### config.mk
export PLATFORM = sky130hd
export DESIGN_NAME = dbg_halt_ctl
export DESIGN_NICKNAME = d
export VERILOG_FILES = /design/src/rtl/dhc_pkg.sv /design/src/rtl/dhc_ctrl.sv /design/src/rtl/dhc_status.sv /design/src/rtl/dbg_halt_ctl.sv
export SDC_FILE = /design/constraint.sdc
export NUM_CORES = 1
export LEC_CHECK = 0
export CORE_ASPECT_RATIO = 1.75
export CORE_UTILIZATION = 32
export CTS_BUF_LIST = sky130_fd_sc_hd__clkbuf_4 sky130_fd_sc_hd__clkbuf_8
export CTS_CLUSTER_DIAMETER = 200
export DETAILED_ROUTE_END_ITERATION = 10
export HOLD_SLACK_MARGIN = 0.03
export PLACE_DENSITY = 0.81
export REMOVE_ABC_BUFFERS = 1
export SLEW_MARGIN = 10
export SYNTH_ARGS = -nofsm -noshare
export SYNTH_HDL_FRONTEND = slang
export SYNTH_SLANG_ARGS = --single-unit
### constraint.sdc
create_clock -name clk -period 1.35 [get_ports clk]
set_clock_uncertainty 0.1 [all_clocks]
set_input_delay 0.3375 -clock clk [delete_from_list [all_inputs] [get_ports clk]]
set_output_delay 0.3375 -clock clk [all_outputs]
set_load 0.1 [all_outputs]
### src/rtl/dhc_pkg.sv
package dhc_pkg;
    localparam int DW       = 32;
    localparam int KEY_W    = 16;
    localparam int B_EN     = 0;
    localparam int B_HALT   = 1;
    localparam int B_MASK   = 3;
    localparam int B_READY  = 16;
    localparam int B_HALTED = 17;
    localparam int B_SLEEP  = 18;
    localparam int B_LOCK   = 19;
    localparam int B_RETIRE = 24;
    localparam int B_RSTSEEN = 25;

    typedef struct packed {
        logic en;
        logic halt;
        logic mask;
    } ctrl_t;

    typedef struct packed {
        logic ready;
        logic halted;
        logic sleeping;
        logic lockup;
        logic retired;
        logic rst_seen;
    } stat_t;
endpackage

### src/rtl/dhc_ctrl.sv
module dhc_ctrl
    import dhc_pkg::*;
#(
    parameter logic [KEY_W-1:0] KEY = 16'hA05F
) (
    input  logic             clk,
    input  logic             rst_n,
    input  logic             wr_en,
    input  logic [KEY_W-1:0] wkey,
    input  logic             w_en,
    input  logic             w_halt,
    input  logic             w_mask,
    output ctrl_t            ctrl
);
    ctrl_t ctrl_d, ctrl_q;
    logic  key_ok;

    always_comb begin
        ctrl_d = ctrl_q;
        key_ok = (wkey == KEY);
        if (wr_en && key_ok) begin
            ctrl_d.en   = w_en;
            ctrl_d.halt = w_halt;
            if (ctrl_q.halt && w_halt) begin
                ctrl_d.mask = w_mask;
            end
        end
        if (!ctrl_d.en) begin
            ctrl_d.halt = 1'b0;
            ctrl_d.mask = 1'b0;
        end
    end

    always_ff @(posedge clk or negedge rst_n) begin
        if (!rst_n) ctrl_q <= '0;
        else        ctrl_q <= ctrl_d;
    end

    assign ctrl = ctrl_q;

    assert_bad_key_R1: assert property (@(posedge clk) disable iff (!rst_n)
        (wr_en && wkey != KEY) |=> $stable(ctrl_q));

    assert_mask_rule_R3: assert property (@(posedge clk) disable iff (!rst_n)
        (!(wr_en && ctrl_q.halt && w_halt)) |=>
            (ctrl_q.mask == $past(ctrl_q.mask)) || !ctrl_q.mask);

    assert_off_forces_R2: assert property (@(posedge clk) disable iff (!rst_n)
        !ctrl_q.en |-> (!ctrl_q.halt && !ctrl_q.mask));
endmodule

### src/rtl/dhc_status.sv
module dhc_status
    import dhc_pkg::*;
(
    input  logic  clk,
    input  logic  rst_n,
    input  logic  rd_en,
    input  logic  sel_wr,
    input  logic  xfer_done,
    input  logic  core_halted,
    input  logic  core_sleeping,
    input  logic  core_lockup,
    input  logic  core_retire,
    input  logic  core_reset,
    output stat_t st
);
    stat_t st_d, st_q;
    logic  entering;

    always_comb begin
        st_d     = st_q;
        entering = core_halted && !st_q.halted;

        if (sel_wr)         st_d.ready = 1'b0;
        else if (xfer_done) st_d.ready = 1'b1;

        if (entering)         st_d.lockup = 1'b0;
        else if (core_lockup) st_d.lockup = 1'b1;

        if (core_retire && !core_halted) st_d.retired = 1'b1;
        else if (rd_en)                  st_d.retired = 1'b0;

        if (core_reset)  st_d.rst_seen = 1'b1;
        else if (rd_en)  st_d.rst_seen = 1'b0;

        st_d.halted   = core_halted;
        st_d.sleeping = core_sleeping;
    end

    always_ff @(posedge clk or negedge rst_n) begin
        if (!rst_n) begin
            st_q          <= '0;
            st_q.ready    <= 1'b1;
            st_q.rst_seen <= 1'b1;
        end else begin
            st_q <= st_d;
        end
    end

    assign st = st_q;

    assert_ready_clear_R5: assert property (@(posedge clk) disable iff (!rst_n)
        sel_wr |=> !st_q.ready);

    assert_ready_set_R5: assert property (@(posedge clk) disable iff (!rst_n)
        (xfer_done && !sel_wr) |=> st_q.ready);

    assert_lock_entry_R7: assert property (@(posedge clk) disable iff (!rst_n)
        (core_halted && !st_q.halted) |=> !st_q.lockup);

    assert_retire_wins_R8: assert property (@(posedge clk) disable iff (!rst_n)
        (core_retire && !core_halted) |=> st_q.retired);

    assert_reset_wins_R9: assert property (@(posedge clk) disable iff (!rst_n)
        core_reset |=> st_q.rst_seen);

    assert_follow_R6: assert property (@(posedge clk) disable iff (!rst_n)
        1'b1 |=> (st_q.halted == $past(core_halted)) && (st_q.sleeping == $past(core_sleeping)));
endmodule

### src/rtl/dbg_halt_ctl.sv
module dbg_halt_ctl
    import dhc_pkg::*;
#(
    parameter logic [KEY_W-1:0] KEY = 16'hA05F
) (
    input  logic          clk,
    input  logic          rst_n,
    input  logic          wr_en,
    input  logic [DW-1:0] wdata,
    input  logic          rd_en,
    output logic [DW-1:0] rdata,
    input  logic          sel_wr,
    input  logic          xfer_done,
    input  logic          core_halted,
    input  logic          core_sleeping,
    input  logic          core_lockup,
    input  logic          core_retire,
    input  logic          core_reset,
    output logic          dbg_en,
    output logic          halt_req,
    output logic          mask_ints
);
    ctrl_t ctrl;
    stat_t st;
    logic [DW-1:0] rdata_d, rdata_q;
    logic unused_wbits;

    assign unused_wbits = ^{wdata[KEY_W-1:B_MASK+1], wdata[B_MASK-1:B_HALT+1]};

    dhc_ctrl #(.KEY(KEY)) u_ctrl (
        .clk    (clk),
        .rst_n  (rst_n),
        .wr_en  (wr_en),
        .wkey   (wdata[DW-1 -: KEY_W]),
        .w_en   (wdata[B_EN]),
        .w_halt (wdata[B_HALT]),
        .w_mask (wdata[B_MASK]),
        .ctrl   (ctrl)
    );

    dhc_status u_status (
        .clk           (clk),
        .rst_n         (rst_n),
        .rd_en         (rd_en),
        .sel_wr        (sel_wr),
        .xfer_done     (xfer_done),
        .core_halted   (core_halted),
        .core_sleeping (core_sleeping),
        .core_lockup   (core_lockup),
        .core_retire   (core_retire),
        .core_reset    (core_reset),
        .st            (st)
    );

    always_comb begin
        rdata_d = rdata_q;
        if (rd_en) begin
            rdata_d            = '0;
            rdata_d[B_EN]      = ctrl.en;
            rdata_d[B_HALT]    = ctrl.halt;
            rdata_d[B_MASK]    = ctrl.mask;
            rdata_d[B_READY]   = st.ready;
            rdata_d[B_HALTED]  = st.halted;
            rdata_d[B_SLEEP]   = st.sleeping;
            rdata_d[B_LOCK]    = st.lockup;
            rdata_d[B_RETIRE]  = st.retired;
            rdata_d[B_RSTSEEN] = st.rst_seen;
        end
    end

    always_ff @(posedge clk or negedge rst_n) begin
        if (!rst_n) rdata_q <= '0;
        else        rdata_q <= rdata_d;
    end

    assign rdata     = rdata_q;
    assign dbg_en    = ctrl.en;
    assign halt_req  = ctrl.halt;
    assign mask_ints = ctrl.mask;

    assert_read_sticky_R4: assert property (@(posedge clk) disable iff (!rst_n)
        rd_en |=> (rdata_q[B_RSTSEEN] == $past(st.rst_seen)) && (rdata_q[B_RETIRE] == $past(st.retired)));

    assert_read_hold_R4: assert property (@(posedge clk) disable iff (!rst_n)
        !rd_en |=> $stable(rdata_q));

    assert_key_bits_zero_R4: assert property (@(posedge clk) disable iff (!rst_n)
        rd_en |=> (rdata_q[DW-1:B_RSTSEEN+1] == '0) && (rdata_q[B_RETIRE-1:B_LOCK+1] == '0));

    assert_halt_needs_en_R2: assert property (@(posedge clk) disable iff (!rst_n)
        halt_req |-> dbg_en);
endmodule

==> impl_metrics.py, run 1 <==
metrics = {
    "status": {
        "status": "finished, violations left",
        "failed_checks": "setup timing",
    },
    "worst_setup_path": {
        "r2r_end": "u_ctrl.ctrl[0]$_DFFE_PN0P_",
        "crit_required_ns": 1.38,
        "rrSetupSlack_ns": 0.16,
        "cpMaxStageDelayCell": "or4b_4",
        "cp-start-kind": "input port",
        "critPathLaunch": "wdata[28]",
        "path_max_fanout": 2,
        "r2r_start": "u_ctrl.ctrl[1]$_DFFE_PN0P_",
        "rr_worst_depth": 4,
        "arrival_ns": 1.70,
        "crit_type": "input port to flop",
        "crit_chain": "buf_6 -> or4b_4 -> nor3_2 -> and4b_4 -> mux2_4",
        "slowest_delay_ns": 0.52,
        "endpoint_kind": "flop",
    },
    "timing": {
        "tns_ns": -0.8127,
        "setup_viol": 4,
        "period_needed_ns": 1.665,
        "final_hold_viol_count": 0,
        "rsz0062_at_grt": "true",
        "finalMaxSlewViolations": 0,
        "max_freq_mhz": 600.8,
        "fin_ws_ns": -0.3145,
        "finalCritPeriodShare_pct": 123.3,
        "timing.hold.ws_ns": 0.3297,
    },
    "placed_design": {
        "io_buffers": 41,
        "dp_hpwl_mm": 1.411,
        "gp_congestion": 0.6701,
        "placed_cell_area_mm2": 0.001424,
    },
    "synthesis": {
        "syn_inst": 74,
        "ys_warn_count": 0,
        "synth_seq_area_share_pct": 50.00,
        "postSynthRegisterBits": 18,
        "avgSynthCellArea_um2": 12.24,
        "syn_area_um2": 905.9,
        "ys_types": 22,
    },
    "layout": {
        "antenna_cells": 0,
        "fin_area_mm2": 0.001464,
        "nFillCells": 231,
        "area_delta_synth_final_pct": 61.60,
        "drive_above_1_share_pct": 26.89,
        "multiInputGateArea_um2": 365.4,
        "nets": 164,
        "register_area_um2": 452.9,
    },
    "route": {
        "vias": 653,
        "first_pass_iters": 3,
        "routed_wl_mm": 1.825,
        "first_iter_violations": 1,
        "ant_nets": 0,
        "routedWlPerCell_um": 12.50,
        "drcViolationCount": 0,
        "via_per_inst": 4.473,
    },
    "power": {
        "p_total_uw": 1630,
        "max-vdd-ir-drop_mv": 0.7087,
        "power.leakage_uw": 0.0006882,
        "power_density_mw_per_mm2": 1113,
    },
    "clocking": {
        "cts_tree": "done",
        "clock_latency_ns": 0.25,
        "clk_pin_slew_ns": 0.06,
        "cts_htree_levels": 1,
        "cts_hold_buf": 0,
        "clock_sink_count": 18,
        "numCtsBuffers": 3,
        "clockBufferDepth": 2,
        "root_buffer": "clkbuf_8",
    },
    "floorplan": {
        "rows": 25,
        "die_w_um": 42.22,
        "die-height_um": 72.39,
        "io_pins": 78,
        "start_util_pct": 33.67,
        "core_mm2": 0.002690,
        "dieArea_mm2": 0.003056,
    },
    "job": {
        "drv_cap": 0,
    },
    "global_route": {
        "gr-usage-all-layers_pct": 11.84,
        "grt_pass1_vias": 657,
        "overflow": 0,
        "grt_max_degree": 19,
        "antenna_found_initial": 0,
        "grt_pass1_wl_mm": 2.753,
    },
    "min_path": {
        "hold_path_class": "input port to async pin",
    },
}
[metal layers]
metal / GRT usage [%] / wire [µm]
met4: 7.292 / 33
met2: 21.71 / 992
met5: 0 / 0
met3: 3.980 / 202
met1: 10.81 / 597
[kinds of logic after synthesis]
group                  after synthesis  share of synthesized area, %
AOI/OAI and AO/OA                    3                         2.763
buffers and inverters               26                         20.30
DFF                                 18                         50.00
muxes                               13                         16.30
other                                1                        0.4140
and+or+nand+nor                     13                         10.22
[critical path, delay by kind of cell]
kind	cells	cell delay, ns
simple gates	3	0.97
mux	1	0.31
buf+inv	1	0.09
[report_power, final]
| group | total, µW | internal [µW] | leakage, µW | switching (µW) |
|---|---|---|---|---|
| Sequential | 604 | 576 | 0.000222 | 27.8 |
| Clock | 355 | 198 | 0.0000216 | 157 |
| Combinational | 671 | 180 | 0.000445 | 491 |
[stage by stage]
| step | instances | util [%] | setup slack, ns |
|---|---|---|---|
| 2_1_floorplan | 72 | - | -0.4564 |
| 3_5_place_dp | 143 | 52.93 | -0.8973 |
| 4_1_cts | 146 | 54.00 | -0.2299 |
| 3_3_place_gp | 143 | 52.93 | -0.8521 |
| 5_1_grt | 146 | 54.42 | -0.3102 |
| 6_report | 146 | 54.42 | -0.3145 |
[worst max-delay path by stage]
stage / end / slack [ns]
6_report: u_ctrl.ctrl[2]$_DFF_PN0_ / -0.31
5_1_grt: u_ctrl.ctrl[2]$_DFF_PN0_ / -0.31
4_1_cts: u_ctrl.ctrl[2]$_DFF_PN0_ / -0.23
3_5_place_dp: u_ctrl.ctrl[2]$_DFF_PN0_ / -0.90
3_3_place_gp: u_ctrl.ctrl[2]$_DFF_PN0_ / -0.85
2_1_floorplan: u_ctrl.ctrl[2]$_DFF_PN0_ / -0.46
[cell usage in the layout, fill, tap and decap left out]
cell / count
a21o_1: 1
a22o_1: 1
and4b_4: 1
buf_12: 14
buf_2: 3
buf_6: 2
clkbuf_8: 3
clkdlybuf4s50_1: 18
conb_1: 23
dfrtp_1: 16
dfstp_2: 2
dlygate4sd2_1: 6
dlymetal6s2s_1: 1
inv_1: 1
inv_2: 1
mux2_1: 9
mux2_2: 1
mux2_4: 1
mux2i_1: 2
nand2_1: 5
nand3_2: 1
nand4b_1: 1
nor2_1: 2
nor3_2: 1
nor4b_4: 1
o22a_1: 1
or4b_4: 1
[flip-flops by register name, summed over array words and instances (netlist names)]
signal and flops:
rdata 9, u_ctrl.ctrl 3, u_status.st 6
[Yosys cell counts, drive strengths merged]
| library cell | n | area (µm²) |
|---|---|---|
| a22o | 1 | 8.760 |
| o22a | 1 | 8.760 |
| nor4b | 1 | 23.77 |
| buf | 23 | 172.7 |
| dfstp | 2 | 52.55 |
| nand3 | 1 | 5.000 |
| conb | 1 | 3.750 |
| nor2 | 2 | 7.510 |
| or4b | 1 | 10.01 |
| mux2 | 11 | 127.6 |
| inv | 2 | 7.500 |
| nand2 | 5 | 18.77 |
| clkbuf | 1 | 3.750 |
| and4b | 1 | 13.76 |
| nor3 | 1 | 5.000 |
| mux2i | 2 | 20.02 |
| nand4b | 1 | 8.760 |
| a21o | 1 | 7.510 |
| dfrtp | 16 | 400.4 |
[final cells by class]
| cell class | count | share of cell area (%) |
|---|---|---|
| Timing Repair Buffer | 44 | 38.46 |
| Sequential cell | 18 | 30.94 |
| Multi-Input combinational cell | 52 | 24.96 |
| Clock buffer | 3 | 2.821 |
| Tap cell | 27 | 2.308 |
| Inverter | 2 | 0.5128 |
[what timing repair did]
action                                  CTS  global route
hold endpoints to repair                  0             0
endpoints found under the setup margin    4             5
gates resized for setup                  21             3
setup buffers                             0             0
pin swaps                                 6             1
Power figures use the tool's default switching activity.
==> run 2, diff against run 1 <==
- CORE_ASPECT_RATIO: 1.75 -> unset
- CORE_UTILIZATION: 32 -> 40
- DONT_BUFFER_PORTS: unset -> 1
- PLACE_DENSITY: 0.81 -> unset
==> run 2 against run 1 <==
Against the previous run: the flow still finishes with violations (setup timing); total power fell by 7.5%; setup slack improved by 0.24 ns; first-iteration DRC count increased to 3.0 times the previous value; sequential share of layout area is 7.4 points higher; core utilization grew 3.6 points; cell area down 19%.
==> impl_metrics.py, run 2 (synthesis results as in run 1) <==
metrics = {
    "clocking": {
        "clock_latency_ns": 0.28,
        "cts_tree": "done",
        "numCtsBuffers": 3,
        "cts_htree_levels": 1,
        "clockBufferDepth": 2,
        "clock_sink_count": 18,
        "clk_pin_slew_ns": 0.10,
        "root_buffer": "clkbuf_4",
    },
    "floorplan": {
        "core_mm2": 0.002042,
        "dieArea_mm2": 0.002459,
        "rows": 16,
        "start_util_pct": 44.36,
        "die_w_um": 49.59,
        "die-height_um": 49.59,
        "io_pins": 78,
    },
    "timing": {
        "finalCritPeriodShare_pct": 105.3,
        "tightest_slew_ns": 0.7760,
        "period_needed_ns": 1.422,
        "fin_ws_ns": -0.07202,
        "rsz0062_at_grt": "true",
        "max_freq_mhz": 703.2,
        "finalMaxSlewViolations": 0,
        "setup_viol": 5,
        "tns_ns": -0.2072,
        "final_hold_viol_count": 0,
        "slew_headroom_pct": 48.26,
    },
    "layout": {
        "final_cells": 121,
        "final_common_cell": "conb_1",
        "nFillCells": 180,
        "layout_common_cells": "23 x conb_1, 15 x dfrtp_1, 11 x buf_12, 9 x mux2_1, 5 x nand2_1",
        "drive_above_1_share_pct": 29.79,
        "area_delta_synth_final_pct": 30.80,
        "nets": 138,
        "antenna_cells": 0,
        "largest_reg_flops": 9,
        "utilization_pct": 58.03,
    },
    "route": {
        "drcViolationCount": 0,
        "routed_wl_mm": 1.601,
        "ant_nets": 0,
        "first_iter_violations": 3,
        "via_per_inst": 4.554,
        "first_pass_iters": 2,
        "routedWlPerCell_um": 13.23,
        "vias": 551,
    },
    "worst_setup_path": {
        "endpoint_kind": "flop",
        "arrival_ns": 1.50,
        "crit_required_ns": 1.43,
        "cp-start-kind": "input port",
        "crit_type": "input port to flop",
        "rr_worst_depth": 4,
        "path_max_fanout": 2,
    },
    "placed_design": {
        "dp_hpwl_mm": 1.270,
        "gp_congestion": 0.6709,
        "place_inst": 112,
        "io_buffers": 0,
    },
    "global_route": {
        "grt_pass1_wl_mm": 2.408,
        "grt_pass1_vias": 539,
        "antenna_found_initial": 0,
        "gr-usage-all-layers_pct": 13.40,
        "overflow": 0,
        "grt_max_degree": 19,
    },
    "power": {
        "clock_power_share_pct": 21.2,
        "power_density_mw_per_mm2": 1272,
        "power_frac_comb_pct": 38.7,
        "p_sw_uw": 651.9,
        "pwr-share-seq_pct": 40.1,
        "p_sw_share_pct": 43.27,
        "p_int_uw": 854.8,
        "max-vdd-ir-drop_mv": 1.148,
        "power.leakage_uw": 0.0005627,
    },
    "min_path": {
        "hold_path_class": "input port to flop",
        "min_path_cells": 1,
    },
    "status": {
        "status": "finished, violations left",
        "failed_checks": "setup timing",
    },
    "job": {
        "drv_cap": 0,
    },
}
[run 2: critical path, cell delays in order]
cell and delay [ns]:
or4b_4 0.52, nor3_2 0.11, and4b_4 0.25, mux2_4 0.29
[run 2: final cells by class]
cell class	instances	area, µm²	area share [%]
well taps	27	33.78	2.851
multi-input cells	52	360.3	30.41
clock buffers	4	36.28	3.062
inverters	2	7.507	0.6336
repair buffers	18	292.8	24.71
flip-flops and latches	18	454.2	38.33
[run 2: layer usage]
metal	vias up	global-route usage, %	share of wire (%)
met1	258	11.76	31
met5	-	0	0
met3	2	5.556	14
met2	51	25.23	54
met4	0	7.143	0.50
li1	240	-	-
[run 2: final timing paths]
kind                                            startpoint                         end  slack, ns
worst min-delay path                            core_reset  u_status.st[0]$_DFFE_PN1P_       0.04
max in group asynchronous                            rst_n    u_ctrl.ctrl[2]$_DFF_PN0_       0.53
min in group asynchronous                            rst_n       rdata[16]$_DFFE_PN0P_       0.09
worst min register to register    u_status.st[3]$_DFF_PN0_       rdata[18]$_DFFE_PN0P_       0.41
worst max-delay path                             wdata[28]    u_ctrl.ctrl[2]$_DFF_PN0_      -0.07
worst max register to register  u_ctrl.ctrl[1]$_DFFE_PN0P_  u_ctrl.ctrl[0]$_DFFE_PN0P_       0.17
[run 2: through the flow]
step | hold WS (ns) | power [µW] | setup WS, ns | cell area [µm²]
6_report | 0.04385 | 1507 | -0.07202 | 1185
5_1_grt | 0.03799 | 1562 | -0.09638 | 1185
4_1_cts | 0.03659 | 1523 | -0.1072 | 1165
3_5_place_dp | -0.05773 | 1178 | -0.4725 | 1081
3_3_place_gp | -0.05769 | 1171 | -0.4449 | 1081
2_1_floorplan | -0.05809 | 1064 | -0.4564 | 812.0
[run 2: what timing repair did]
item | in CTS | in global routing
hold buffers | 4 | 0
resized for setup | 2 | 4
pin swaps | 3 | 0
buffers inserted | 0 | 1
hold endpoints to repair | 21 | 0
endpoints found under the setup margin | 6 | 15
[run 2: power groups by stage]
stage | clock, µW | combinational, µW | sequential (µW)
4_1_cts | 336 | 582 | 605
3_3_place_gp | 0 | 559 | 612
6_report | 320 | 583 | 604
5_1_grt | 357 | 596 | 609
3_5_place_dp | 0 | 562 | 616
2_1_floorplan | 0 | 309 | 754
==> run 3, diff against run 2 <==
- clock period: 1.35 -> 1.5 ns (I/O delays scaled with it)
==> run 3 against run 2 <==
Against the previous run: the flow now finishes without violations; sequential power down 12%; core utilization fell by 4.6 points; largest cell class unchanged; via count fell by 3.1%; sequential share of layout area grew 3.2 points; setup slack gained 0.091 ns; cell area is 7.9% lower; wire length fell by 12%; register-to-register slack better by 0.15 ns.
==> impl_metrics.py, run 3 (synthesis results as in run 1) <==
metrics = {
    "route": {
        "drcViolationCount": 0,
        "ant_nets": 0,
        "vias": 534,
        "routed_wl_mm": 1.412,
        "first_pass_iters": 1,
        "first_iter_violations": 0,
        "via_per_inst": 4.450,
        "routedWlPerCell_um": 11.77,
    },
    "layout": {
        "utilization_pct": 53.43,
        "final_common_cell": "conb_1",
        "layout_common_cells": "23 x conb_1, 16 x dfrtp_1, 9 x mux2_1, 7 x buf_4",
        "antenna_cells": 0,
        "register_area_um2": 452.9,
        "nFillCells": 175,
        "multiInputGateArea_um2": 356.6,
        "drive_above_1_share_pct": 26.88,
        "largest_reg_flops": 9,
        "area_delta_synth_final_pct": 20.44,
        "nets": 137,
    },
    "timing": {
        "period_needed_ns": 1.481,
        "finalCritPeriodShare_pct": 98.76,
        "setup_viol": 0,
        "fin_ws_ns": 0.01855,
        "finalMaxSlewViolations": 0,
        "rsz0062_at_grt": "false",
        "slew_headroom_pct": 47.68,
        "final_hold_viol_count": 0,
        "tightest_slew_ns": 0.7822,
        "max_freq_mhz": 675.0,
    },
    "worst_setup_path": {
        "r2r_start": "u_ctrl.ctrl[1]$_DFFE_PN0P_",
        "slowest_delay_ns": 0.53,
        "cp-start-kind": "input port",
        "path_max_fanout": 2,
        "critPathLaunch": "wdata[24]",
        "cpMaxStageDelayCell": "or4b_1",
        "endpoint_kind": "flop",
        "crit_required_ns": 1.58,
        "rrSetupSlack_ns": 0.32,
        "crit_type": "input port to flop",
        "cp_top_family": "simple AND/OR/NAND/NOR gates",
        "arrival_ns": 1.56,
        "crit_chain": "or4b_1 -> nor3_2 -> and4b_4 -> mux2_4",
        "cp_num_buf_inv": 0,
        "r2r_end": "u_ctrl.ctrl[0]$_DFFE_PN0P_",
        "rr_worst_depth": 4,
    },
    "global_route": {
        "antenna_found_initial": 0,
        "grt_pass1_wl_mm": 2.166,
        "grt_pass1_vias": 523,
        "overflow": 0,
        "grt_max_degree": 19,
        "gr-usage-all-layers_pct": 11.80,
    },
    "clocking": {
        "root_buffer": "clkbuf_4",
        "postCtsSetupRepairBufs": 0,
        "clock_latency_ns": 0.28,
        "clk_pin_slew_ns": 0.10,
        "numCtsBuffers": 3,
        "clock_sink_count": 18,
        "cts_tree": "done",
        "cts_htree_levels": 1,
        "clockBufferDepth": 2,
    },
    "min_path": {
        "whs_endpoint": "u_status.st[0]$_DFFE_PN1P_",
        "worstHoldStart": "core_reset",
        "min_path_cells": 1,
        "hold_path_class": "input port to flop",
    },
    "floorplan": {
        "start_util_pct": 44.36,
        "rows": 16,
        "io_pins": 78,
        "die-height_um": 49.59,
        "die_w_um": 49.59,
        "core_mm2": 0.002042,
        "dieArea_mm2": 0.002459,
    },
    "placed_design": {
        "dp_hpwl_mm": 1.134,
        "io_buffers": 0,
        "dp_slack_ns": -0.3531,
        "gp_congestion": 0.6777,
    },
    "power": {
        "max-vdd-ir-drop_mv": 0.8996,
        "power_density_mw_per_mm2": 1201,
        "power.leakage_uw": 0.0005241,
    },
    "job": {
        "drv_cap": 0,
    },
    "status": {
        "status": "completed",
    },
}
==> run 3: routing by layer <==
layer | track usage, % | wire (µm) | up-vias | share of wire (%)
li1 | - | - | 239 | -
met1 | 11.66 | 531 | 241 | 38
met2 | 20.95 | 673 | 52 | 48
met3 | 6.790 | 200 | 2 | 14
met4 | 2.857 | 6 | 0 | 0.42
met5 | 0 | 0 | - | 0
==> run 3: how the worst max path moves through the flow <==
stage	endpoint	slack, ns	cells after the start
6_report	u_ctrl.ctrl[2]$_DFF_PN0_	0.02	4
2_1_floorplan	u_ctrl.ctrl[2]$_DFF_PN0_	-0.34	4
3_3_place_gp	u_ctrl.ctrl[2]$_DFF_PN0_	-0.34	4
5_1_grt	dbg_en	0.003	1
3_5_place_dp	u_ctrl.ctrl[2]$_DFF_PN0_	-0.35	4
4_1_cts	u_ctrl.ctrl[2]$_DFF_PN0_	0.03	4
==> run 3: final cells by class <==
type	instances	area share, %
multi-input combinational	52	32.68
clock buffer	4	3.326
inverter	2	0.6881
timing repair buffer	17	18.69
tap	27	3.096
sequential	18	41.51
==> run 3: through the flow <==
stage / instance area (µm²) / power, µW / setup TNS, ns / instances / hold WS [ns]
global placement: 1006 / 1015 / -0.9068 / 112 / -0.02018
finish: 1091 / 1311 / 0 / 120 / 0.07576
detailed placement: 1006 / 1018 / -0.9843 / 112 / -0.02022
floorplan: 812.0 / 957.2 / -0.6895 / 72 / -0.02059
CTS: 1091 / 1322 / 0 / 120 / 0.06677
global route: 1091 / 1360 / 0 / 120 / 0.05176
==> run 3: power breakdown <==
part,total (µW),switching (µW),internal [µW]
sequential,533,15.4,518
clock,286,138,148
combinational,492,421,71.5
==> run 3: what timing repair did <==
item | CTS | global route
resized for setup | 2 | 0
hold endpoints to repair | 21 | 0
hold buffers | 4 | 0
endpoints found under the setup margin | 4 | 0
==> run 3: worst reg2reg max path, delay by kind of cell (launching register included) <==
kind	cells	cell delay (ns)
flops	1	0.44
mux	2	0.38
simple gates	2	0.15
